`config.mk`:
```
export PLATFORM = sky130hd
export DESIGN_NAME = fsb_req_capture
export DESIGN_NICKNAME = d
export VERILOG_FILES = /design/src/rtl/fsb_pkg.sv /design/src/rtl/fsb_strobe_lane.sv /design/src/rtl/fsb_rec_fifo.sv /design/src/rtl/fsb_req_capture.sv
export SDC_FILE = /design/constraint.sdc
export NUM_CORES = 1
export LEC_CHECK = 0
export CAP_MARGIN = 40
export CORE_ASPECT_RATIO = 2
export CORE_MARGIN = 2
export CORE_UTILIZATION = 49
export DETAILED_ROUTE_END_ITERATION = 10
export PLACE_DENSITY = 0.83
export RECOVER_POWER = 100
export REMOVE_ABC_BUFFERS = 1
export SLEW_MARGIN = 5
export SYNTH_ARGS = -nofsm -noshare
export SYNTH_HDL_FRONTEND = slang
export SYNTH_HIERARCHICAL = 1
export SYNTH_SLANG_ARGS = --single-unit
```
`constraint.sdc`:
```
create_clock -name clk -period 6.8 [get_ports clk]
set_input_delay 1.02 -clock clk [delete_from_list [all_inputs] [get_ports clk]]
set_output_delay 1.02 -clock clk [all_outputs]
set_load 0.02 [all_outputs]
```
`src/rtl/fsb_pkg.sv`:
```
package fsb_pkg;
    localparam int ADDR_HI = 35;
    localparam int ADDR_LO = 3;
    localparam int ADDR_W  = ADDR_HI - ADDR_LO + 1;
    localparam int REQ_W   = 5;
    localparam int SPLIT   = 16;
    localparam int A20_BIT = 20;
    localparam int LANES   = 2;
    localparam int L0_W    = REQ_W + SPLIT - ADDR_LO + 1;
    localparam int L1_W    = ADDR_HI - SPLIT;
    localparam int LANE_W  = (L0_W > L1_W) ? L0_W : L1_W;

    typedef logic [ADDR_HI:ADDR_LO] addr_t;
    typedef logic [REQ_W-1:0]       req_t;

    typedef struct packed {
        addr_t addr;
        req_t  req_a;
        req_t  req_b;
        addr_t attr;
    } rec_t;

    typedef enum logic [1:0] {
        LN_IDLE,
        LN_WAIT_ASSERT,
        LN_WAIT_RELEASE,
        LN_DONE
    } lane_st_e;

    typedef enum logic {
        RQ_IDLE,
        RQ_CAPT
    } req_st_e;

    function automatic addr_t apply_a20(input addr_t a, input logic en);
        addr_t r;
        r = a;
        if (en) begin
            r[A20_BIT] = 1'b0;
        end
        return r;
    endfunction
endpackage

```
`src/rtl/fsb_strobe_lane.sv`:
```
module fsb_strobe_lane
    import fsb_pkg::*;
#(
    parameter int W = LANE_W
) (
    input  logic         clk,
    input  logic         rst,
    input  logic         clr,
    input  logic         stb_act,
    input  logic [W-1:0] din,
    output logic [W-1:0] ph1,
    output logic [W-1:0] ph2,
    output logic         done
);
    lane_st_e st;
    logic     stb_prev;
    logic     edge_on;
    logic     edge_off;

    assign edge_on  = stb_act & ~stb_prev;
    assign edge_off = ~stb_act & stb_prev;
    assign done     = (st == LN_DONE);

    always_ff @(posedge clk) begin
        if (rst) begin
            stb_prev <= 1'b0;
            st       <= LN_IDLE;
            ph1      <= '0;
            ph2      <= '0;
        end else begin
            stb_prev <= stb_act;
            if (clr) begin
                st <= LN_WAIT_ASSERT;
            end else begin
                case (st)
                    LN_WAIT_ASSERT: begin
                        if (edge_on) begin
                            ph1 <= din;
                            st  <= LN_WAIT_RELEASE;
                        end
                    end
                    LN_WAIT_RELEASE: begin
                        if (edge_off) begin
                            ph2 <= din;
                            st  <= LN_DONE;
                        end
                    end
                    default: st <= st;
                endcase
            end
        end
    end
endmodule

```
`src/rtl/fsb_rec_fifo.sv`:
```
module fsb_rec_fifo
    import fsb_pkg::*;
#(
    parameter int DEPTH = 2
) (
    input  logic clk,
    input  logic rst,
    input  logic wr,
    input  rec_t wdata,
    input  logic rd,
    output rec_t rdata,
    output logic valid,
    output logic full
);
    localparam int PW = (DEPTH > 1) ? $clog2(DEPTH) : 1;
    localparam int CW = $clog2(DEPTH + 1);

    rec_t          mem [DEPTH];
    logic [PW-1:0] wp;
    logic [PW-1:0] rp;
    logic [CW-1:0] cnt;
    logic          do_wr;
    logic          do_rd;

    function automatic logic [PW-1:0] nxt(input logic [PW-1:0] p);
        return (p == PW'(DEPTH - 1)) ? '0 : p + 1'b1;
    endfunction

    assign valid = (cnt != '0);
    assign full  = (cnt == CW'(DEPTH));
    assign do_wr = wr & ~full;
    assign do_rd = rd & valid;
    assign rdata = mem[rp];

    always_ff @(posedge clk) begin
        if (rst) begin
            wp  <= '0;
            rp  <= '0;
            cnt <= '0;
        end else begin
            if (do_wr) begin
                mem[wp] <= wdata;
                wp      <= nxt(wp);
            end
            if (do_rd) begin
                rp <= nxt(rp);
            end
            cnt <= cnt + CW'(do_wr) - CW'(do_rd);
        end
    end
endmodule

```
`src/rtl/fsb_req_capture.sv`:
```
module fsb_req_capture
    import fsb_pkg::*;
#(
    parameter addr_t STRAP_MASK = 33'h0_003F_F0FF,
    parameter int    DEPTH      = 2
) (
    input  logic                   clk,
    input  logic                   rst,
    input  logic [ADDR_HI:ADDR_LO] bus_a_n,
    input  logic [REQ_W-1:0]       bus_req_n,
    input  logic                   ads_n,
    input  logic [LANES-1:0]       stb_n,
    input  logic                   bnr_n,
    input  logic                   a20m_n,
    input  logic                   real_mode,
    input  logic                   rec_take,
    output logic                   rec_valid,
    output logic [ADDR_HI:ADDR_LO] rec_addr,
    output logic [REQ_W-1:0]       rec_req_a,
    output logic [REQ_W-1:0]       rec_req_b,
    output logic [ADDR_HI:ADDR_LO] rec_attr,
    output logic                   rec_new,
    output logic                   overflow,
    output logic                   issue_hold,
    output logic [ADDR_HI:ADDR_LO] cfg_straps
);
    // input sampling, active-low wires turned active-high
    addr_t            a_q;
    req_t             req_q;
    logic             ads_q;
    logic [LANES-1:0] stb_q;
    logic             bnr_q;
    logic             a20_q;
    logic             real_q;
    logic             rst_q;

    always_ff @(posedge clk) begin
        a_q    <= ~bus_a_n;
        req_q  <= ~bus_req_n;
        bnr_q  <= ~bnr_n;
        a20_q  <= ~a20m_n;
        real_q <= real_mode;
        rst_q  <= rst;
        if (rst) begin
            ads_q <= 1'b0;
            stb_q <= '0;
        end else begin
            ads_q <= ~ads_n;
            stb_q <= ~stb_n;
        end
    end

    // request sequencing
    req_st_e st;
    logic    fifo_full;
    logic    start;
    logic    drop;
    logic    push;
    rec_t    wr_rec;
    rec_t    rd_rec;

    logic [LANE_W-1:0] lane_in   [LANES];
    logic [LANE_W-1:0] lane_p1   [LANES];
    logic [LANE_W-1:0] lane_p2   [LANES];
    logic [LANES-1:0]  lane_done;

    assign lane_in[0] = LANE_W'({req_q, a_q[SPLIT:ADDR_LO]});
    assign lane_in[1] = LANE_W'(a_q[ADDR_HI:SPLIT+1]);

    for (genvar g = 0; g < LANES; g++) begin : g_lane
        fsb_strobe_lane #(.W(LANE_W)) i_lane (
            .clk     (clk),
            .rst     (rst),
            .clr     (start),
            .stb_act (stb_q[g]),
            .din     (lane_in[g]),
            .ph1     (lane_p1[g]),
            .ph2     (lane_p2[g]),
            .done    (lane_done[g])
        );
    end

    assign start = (st == RQ_IDLE) & ads_q & ~fifo_full;
    assign drop  = (st == RQ_IDLE) & ads_q & fifo_full;
    assign push  = (st == RQ_CAPT) & (&lane_done);

    always_comb begin
        wr_rec       = '0;
        wr_rec.addr  = apply_a20({lane_p1[1][L1_W-1:0], lane_p1[0][L0_W-REQ_W-1:0]},
                                 a20_q & real_q);
        wr_rec.req_a = lane_p1[0][L0_W-1 -: REQ_W];
        wr_rec.attr  = {lane_p2[1][L1_W-1:0], lane_p2[0][L0_W-REQ_W-1:0]};
        wr_rec.req_b = lane_p2[0][L0_W-1 -: REQ_W];
    end

    always_ff @(posedge clk) begin
        if (rst) begin
            st       <= RQ_IDLE;
            rec_new  <= 1'b0;
            overflow <= 1'b0;
        end else begin
            rec_new <= push;
            if (drop) begin
                overflow <= 1'b1;
            end
            case (st)
                RQ_IDLE: if (start) st <= RQ_CAPT;
                RQ_CAPT: if (push)  st <= RQ_IDLE;
                default: st <= RQ_IDLE;
            endcase
        end
    end

    fsb_rec_fifo #(.DEPTH(DEPTH)) i_fifo (
        .clk   (clk),
        .rst   (rst),
        .wr    (push),
        .wdata (wr_rec),
        .rd    (rec_take),
        .rdata (rd_rec),
        .valid (rec_valid),
        .full  (fifo_full)
    );

    assign rec_addr  = rd_rec.addr;
    assign rec_req_a = rd_rec.req_a;
    assign rec_req_b = rd_rec.req_b;
    assign rec_attr  = rd_rec.attr;

    // configuration straps, latched once per reset release
    addr_t straps;
    always_ff @(posedge clk) begin
        if (rst_q & ~rst) begin
            straps <= a_q & STRAP_MASK;
        end
    end
    assign cfg_straps = straps;

    assign issue_hold = bnr_q;
endmodule

```
==> results of run 1 <==
==> worst paths after layout <==
kind / end / slack (ps)
min reg2reg: cfg_straps[7]$_DFFE_PP_ / 420
max reg2reg: i_fifo/mem[1][34]$_DFFE_PP_ / 3240
max: rec_attr[3] / 2030
min: cfg_straps[7]$_DFFE_PP_ / 420
==> per-layer routing <==
layer,global-route usage,share of wire,vias up
li1,-,-,2745
met2,0.335,0.58,143
met4,0.0658,0.034,0
met5,0,0,-
met1,0.161,0.35,2792
met3,0.0225,0.035,42
==> report_power, final <==
group / switching [mW] / internal, mW
logic: 0.177 / 0.188
clock network: 0.622 / 0.834
registers: 0.0269 / 1.95
total: 0.826 / 2.98
==> area by class of cell <==
| class | count | share of cell area |
|---|---|---|
| Timing Repair Buffer | 153 | 0.108 |
| Tap cell | 280 | 0.0257 |
| Multi-Input combinational cell | 336 | 0.219 |
| Sequential cell | 305 | 0.572 |
| Inverter | 44 | 0.0121 |
| Clock inverter | 10 | 0.00578 |
| Clock buffer | 38 | 0.0570 |
==> through the flow <==
stage / hold WS [ps] / total power, mW
4_1_cts: 421 / 3.88
3_3_place_gp: 402 / 2.41
6_report: 420 / 3.80
5_1_grt: 424 / 3.93
2_1_floorplan: 400 / 2.26
3_5_place_dp: 405 / 2.42
==> registers in the layout (all words and copies together), names as in the netlist, 2 cells and up, named ones only <==
register / count
req_q: 5
g_lane.i_lane/stb_prev: 2
g_lane.i_lane/ph2: 38
i_fifo/cnt: 2
g_lane.i_lane/st: 4
cfg_straps: 18
g_lane.i_lane/ph1: 38
stb_q: 2
a_q: 33
i_fifo/mem: 152
==> placed cells by master (no fill, tap or decap), drive strengths merged <==
master           n
inv             46
dfxtp          135
and2b            1
xor2             1
mux2i           76
xnor2            1
o21ba            1
nor3b            2
nand3            2
and2             3
a21oi            1
nor2             9
bufinv           1
and3             1
clkdlybuf4s50   22
edfxtp         170
o21a             1
a21boi           2
dlygate4sd3    121
or2b            34
or2              1
clkinv           6
clkinvlp         1
buf              3
ha               2
nand2b          83
nor2b            8
a211oi           4
mux2            77
nand3b           3
conb            15
nor3             8
clkbuf          45
==> cells by family after synthesis <==
group / after synthesis
multiplexers: 153
buffers and inverters: 87
flip-flops: 305
other: 1
adder cells (fa/ha/maj): 2
XOR/XNOR: 2
AND/OR/NAND/NOR: 155
AO/OA/AOI/OAI: 9
==> critical path, delay by kind of cell, from the launching register on <==
family	cells	cell delay [ps]
flops	1	1280
mux	1	420
buf+inv	2	1480
==> run_results.csv, run 1 <==
group,metric,value,unit
clock_tree,clockBufferDepth,3,
layout,areaGrowthSynthToFinish,21.1,%
timing,finalSetupViolations,0,
yosys,synth-seq-cells,305,
setup_path,critPathCaptureType,"output pin",
clock_tree,worstSkewPairLatency,530,ps
yosys,netlist_area,11300,um2
clock_tree,cts_hold_buf,0,
route,wire_per_inst,17.3,um
layout,layout-drive-gt1-share,0.169,
setup_path,cp.required,5780,ps
yosys,yosys.area.top_type,"edfxtp_1",
route,initialDrtViolationCount,183,
timing,finalClockSkew,11.6,ps
timing,grt_setup_unrepaired,"false",
layout,fill_cells,1718,
clock_tree,post_cts_resized,0,
setup_path,r2r_start,"g_lane[0].i_lane/st[1]$_SDFFE_PP0P_",
place,dp_hpwl,13.0,mm
outcome,failed_checks,"max-capacitance violations, max-slew violations",
grt,antenna_found_initial,0,
worst_hold_path,min_path_cells,0,
grt,grt_pass1_vias,6055,
floorplan,design.die.area,24300,um2
grt,gr-total-overflow,0,
floorplan,io-pin-count,160,
clock_tree,root_buffer,"clkbuf_16",
place,placed_cells,1118,
worst_hold_path,min_from,"a_q[4]$_DFF_P_",
setup_path,cp_max_fo,48,
setup_path,max_stage_delay,1280,ps
yosys,synth.area.top_cells,"edfxtp_1 45%, dfxtp_1 24%, mux2i_1 6.7%, mux2_4 5.3%, nand2b_1 4.6%",
route,vias,5722,
timing,fmax,209,MHz
layout,multi_input_comb_area,2980,um2
yosys,synth.distinct_cells,38,
grt,grt_pass1_wl,31.1,mm
floorplan,die_w,111,um
clock_tree,h-tree-depth,1,
layout,nets,915,
timing,relSlewSlack,-0.778,
grt,grt_usage,0.164,
timing,fin_crit_sh,0.702,
floorplan,die_h,218,um
yosys,yosysTopAreaCellShare,0.453,
yosys,synth.most_common_cell,"edfxtp_1",
timing,worstMarginPinSlew,2670,ps
setup_path,worstPathArrival,3750,ps
route,via_per_inst,4.91,
layout,n_antenna_cell,0,
yosys,synth_top_cells_by_count,"170 x edfxtp_1, 135 x dfxtp_1, 82 x nand2b_1, 76 x mux2i_1, 44 x inv_1",
yosys,synthArstFlopShare,0,
yosys,synth-seq-area-share,0.693,
place,post-place-ws,3320,ps
pwr,p_per_area,279,nW/um2
timing,setup_ws,2030,ps
clock_tree,cts_setup_buffers,0,
floorplan,core_area,22600,um2
layout,fin_area,13600,um2
setup_path,start_kind,"flop",
yosys,synth_fa_ha_area_frac,0.00222,
setup_path,critical_path_class,"reg -> out",
yosys,synth-simple-area-share,0.0946,
pwr,vdd_ir_drop_max,0.000265,V
floorplan,initial_core_util,0.498,
yosys,ys_warn_count,6,
yosys,synth_compound_area_frac,0.00599,
place,io_buffers,144,
setup_path,cp_slowest_cell,"dfxtp_1",
yosys,synthXorXnorAreaFrac,0.00155,
setup_path,crit_chain,"buf_4, mux2_2, dlygate4sd3_1",
clock_tree,cts_tree,"built",
setup_path,r2r_cells,5,
pwr,power_leakage,5.01,nW
route,ant_nets,0,
layout,final_util,0.603,
route,dr.pass1.iters,4,
route,wl,20.1,mm
place,dpl_cell_area,12900,um2
worst_hold_path,hp-class,"reg -> reg",
layout,final-seq-area,7810,um2
layout,final_cells,1166,
grt,grt_start_max_net_pins,73,
flow_run,maxCapViolations,6,
yosys,synth_mux_area_frac,0.158,
clock_tree,clkSinkCount,305,
route,drc,0,
yosys,synthCells,714,
timing,fin_crit,4770,ps
yosys,synth_top_family_by_area,"multiplexers",
outcome,status,"finished, violations left",
timing,drv_slew,295,
yosys,synth_edf_count,170,
floorplan,placementRows,78,
place,gp_congestion,0.812,
timing,hold_violations,0,
timing,setup_tns,0,ps
clock_tree,cts_buffers,26,
yosys,ys_dominant_reg_cell,"edfxtp_1",
yosys,synth.avg_cell_area,15.8,um2
clock_tree,clk_pin_slew,70,ps
Power figures use the tool's default switching activity.
==> inputs of run 2 (changes only) <==
--- a/config.mk
+++ b/config.mk
@@ -8,9 +8,9 @@
 export CAP_MARGIN = 40
 export CORE_ASPECT_RATIO = 2
 export CORE_MARGIN = 2
-export CORE_UTILIZATION = 49
+export CORE_UTILIZATION = 54
 export DETAILED_ROUTE_END_ITERATION = 10
-export PLACE_DENSITY = 0.83
+export PLACE_DENSITY = 0.86
 export RECOVER_POWER = 100
 export REMOVE_ABC_BUFFERS = 1
 export SLEW_MARGIN = 5
==> constraint.sdc (replaced) <==
create_clock -name clk -period 4.9 [get_ports clk]
set_input_delay 0.735 -clock clk [delete_from_list [all_inputs] [get_ports clk]]
set_output_delay 0.735 -clock clk [all_outputs]
set_load 0.02 [all_outputs]
==> run_results.csv, run 2 (synthesis results as in run 1) <==
group,metric,value,unit
outcome,status,"finished, violations left",
outcome,failed_checks,"max-capacitance violations, max-slew violations",
timing,setup_tns,0,ps
setup_path,crit_chain,"clkbuf_2, buf_4, mux2_4, dlygate4sd3_1",
timing,finalSetupViolations,0,
route,vias,5767,
place,post-place-ws,2010,ps
grt,grt_start_max_net_pins,94,
layout,top_register,"i_fifo/mem",
setup_path,crit_family,"buffers and inverters",
setup_path,worstPathArrival,3260,ps
timing,relSlewSlack,-1.26,
clock_tree,cts_buffers,25,
setup_path,critical_path_class,"reg -> out",
setup_path,crit_buf_inv,3,
place,io_buffers,144,
floorplan,initial_core_util,0.551,
route,dr.pass1.iters,4,
clock_tree,cts_tree,"built",
timing,fin_crit_sh,0.815,
place,gp_congestion,0.760,
route,wl,19.7,mm
layout,reg_top3,"i_fifo/mem: 152 flops, g_lane.i_lane/ph1: 38 flops, g_lane.i_lane/ph2: 38 flops",
worst_hold_path,hp-class,"reg -> reg",
clock_tree,worstSkewPairLatency,520,ps
layout,n_antenna_cell,0,
timing,fin_crit,3990,ps
setup_path,r2r_cells,6,
grt,grt_pass1_vias,6018,
floorplan,placementRows,74,
floorplan,core_area,20500,um2
floorplan,die_h,208,um
timing,finalClockSkew,6.05,ps
clock_tree,clkSinkCount,305,
layout,multi_input_comb_area,2970,um2
setup_path,cp_max_fo,30,
layout,nets,919,
setup_path,r2r_slack,1270,ps
layout,final_cell_mix,"170 x edfxtp_1, 134 x dfxtp_1, 121 x dlygate4sd3_1, 83 x nand2b_1, 76 x mux2i_1",
pwr,p_per_area,383,nW/um2
timing,hold_violations,0,
pwr,totalPowerFinal,5.23,mW
layout,areaGrowthSynthToFinish,21.0,%
grt,grt_pass1_wl,31.3,mm
layout,layout-drive-gt1-share,0.173,
pwr,vdd_ir_drop_max,0.000309,V
clock_tree,h-tree-depth,1,
setup_path,path_depth,4,
layout,mostFrequentLayoutCell,"edfxtp_1",
route,via_per_inst,5.00,
setup_path,r2r_end,"g_lane[0].i_lane/ph2[12]$_SDFFE_PP0P_",
layout,final_util,0.667,
setup_path,cp_slowest_cell,"clkbuf_2",
clock_tree,cts_setup_buffers,0,
route,drc,0,
pwr,power_leakage,5.03,nW
setup_path,r2r_start,"i_fifo/cnt[1]$_SDFF_PP0_",
grt,antenna_found_initial,0,
layout,largest_register_ffs,152,
clock_tree,post_cts_resized,0,
setup_path,cp.required,4160,ps
route,wire_per_inst,17.1,um
route,initialDrtViolationCount,193,
grt,grt_usage,0.183,
timing,fmax,251,MHz
timing,drv_slew,214,
floorplan,die_w,106,um
grt,gr-total-overflow,0,
timing,worstMarginPinSlew,3400,ps
setup_path,start_kind,"flop",
flow_run,maxCapViolations,6,
clock_tree,cts_hold_buf,0,
worst_hold_path,min_from,"a_q[19]$_DFF_P_",
place,dp_hpwl,12.8,mm
worst_hold_path,whs_endpoint,"cfg_straps[22]$_DFFE_PP_",
clock_tree,clockBufferDepth,3,
setup_path,max_stage_delay,750,ps
timing,setup_ws,908,ps
clock_tree,clk_pin_slew,60,ps
clock_tree,root_buffer,"clkbuf_16",
setup_path,critPathCaptureType,"output pin",
worst_hold_path,min_path_cells,0,
floorplan,design.die.area,22100,um2
timing,grt_setup_unrepaired,"false",
layout,fill_cells,1393,
floorplan,io-pin-count,160,
layout,final-seq-area,7810,um2
route,ant_nets,0,
[run 2: cell types whose count changed in the layout (fill, tap and decap cells not counted), sizes merged]
cell / previous run / this run
bufinv: 1 / 3
inv: 46 / 44
clkbuf: 45 / 41
buf: 3 / 7
clkinv: 6 / 8
[run 2: final cells by class]
class | instances | share of cell area
Sequential cell | 305 | 0.573
Multi-Input combinational cell | 336 | 0.218
Timing Repair Buffer | 158 | 0.114
Clock buffer | 33 | 0.0495
Tap cell | 266 | 0.0244
Inverter | 44 | 0.0121
Clock inverter | 12 | 0.00981
[run 2: worst reg2reg max path, cell delays in order (launching register included)]
cell and delay, ps:
dfxtp_1 330, nor2b_1 160, nor3b_1 1290, nor2_1 70, nand3_1 140, clkbuf_1 1190
mux2i_1 260
[run 2: worst max-delay path by stage]
stage	from	endpoint	slack (ps)
finish	flop	rec_attr[30]	910
global route	rst	g_lane[0].i_lane/ph2[4]$_SDFFE_PP0P_	700
CTS	flop	rec_addr[28]	1440
detailed placement	flop	rec_addr[28]	2010
global placement	flop	rec_addr[28]	1900
floorplan	g_lane[0].i_lane/st[1]$_SDFFE_PP0P_	i_fifo/mem[1][0]$_DFFE_PP_	-2050
[run 2: through the flow]
stage | instance area, um2 | std cells | hold slack (ps)
2_1_floorplan | 11000 | 685 | 400
6_report | 13600 | 1154 | 418
3_5_place_dp | 13000 | 1109 | 411
4_1_cts | 13800 | 1154 | 419
5_1_grt | 13600 | 1154 | 440
3_3_place_gp | 12900 | 1105 | 408
[run 2: layer usage]
metal | GRT usage | share of wire
met1 | 0.193 | 0.35
met2 | 0.352 | 0.57
met3 | 0.0254 | 0.045
met4 | 0.0785 | 0.036
met5 | 0 | 0
[run 2: power by group]
part	leakage (nW)	switching, mW	internal [mW]	total [mW]
registers	2.52	0.0380	2.71	2.75
clock network	0.396	0.841	1.13	1.97
logic	2.11	0.244	0.264	0.508
total	5.03	1.12	4.10	5.23
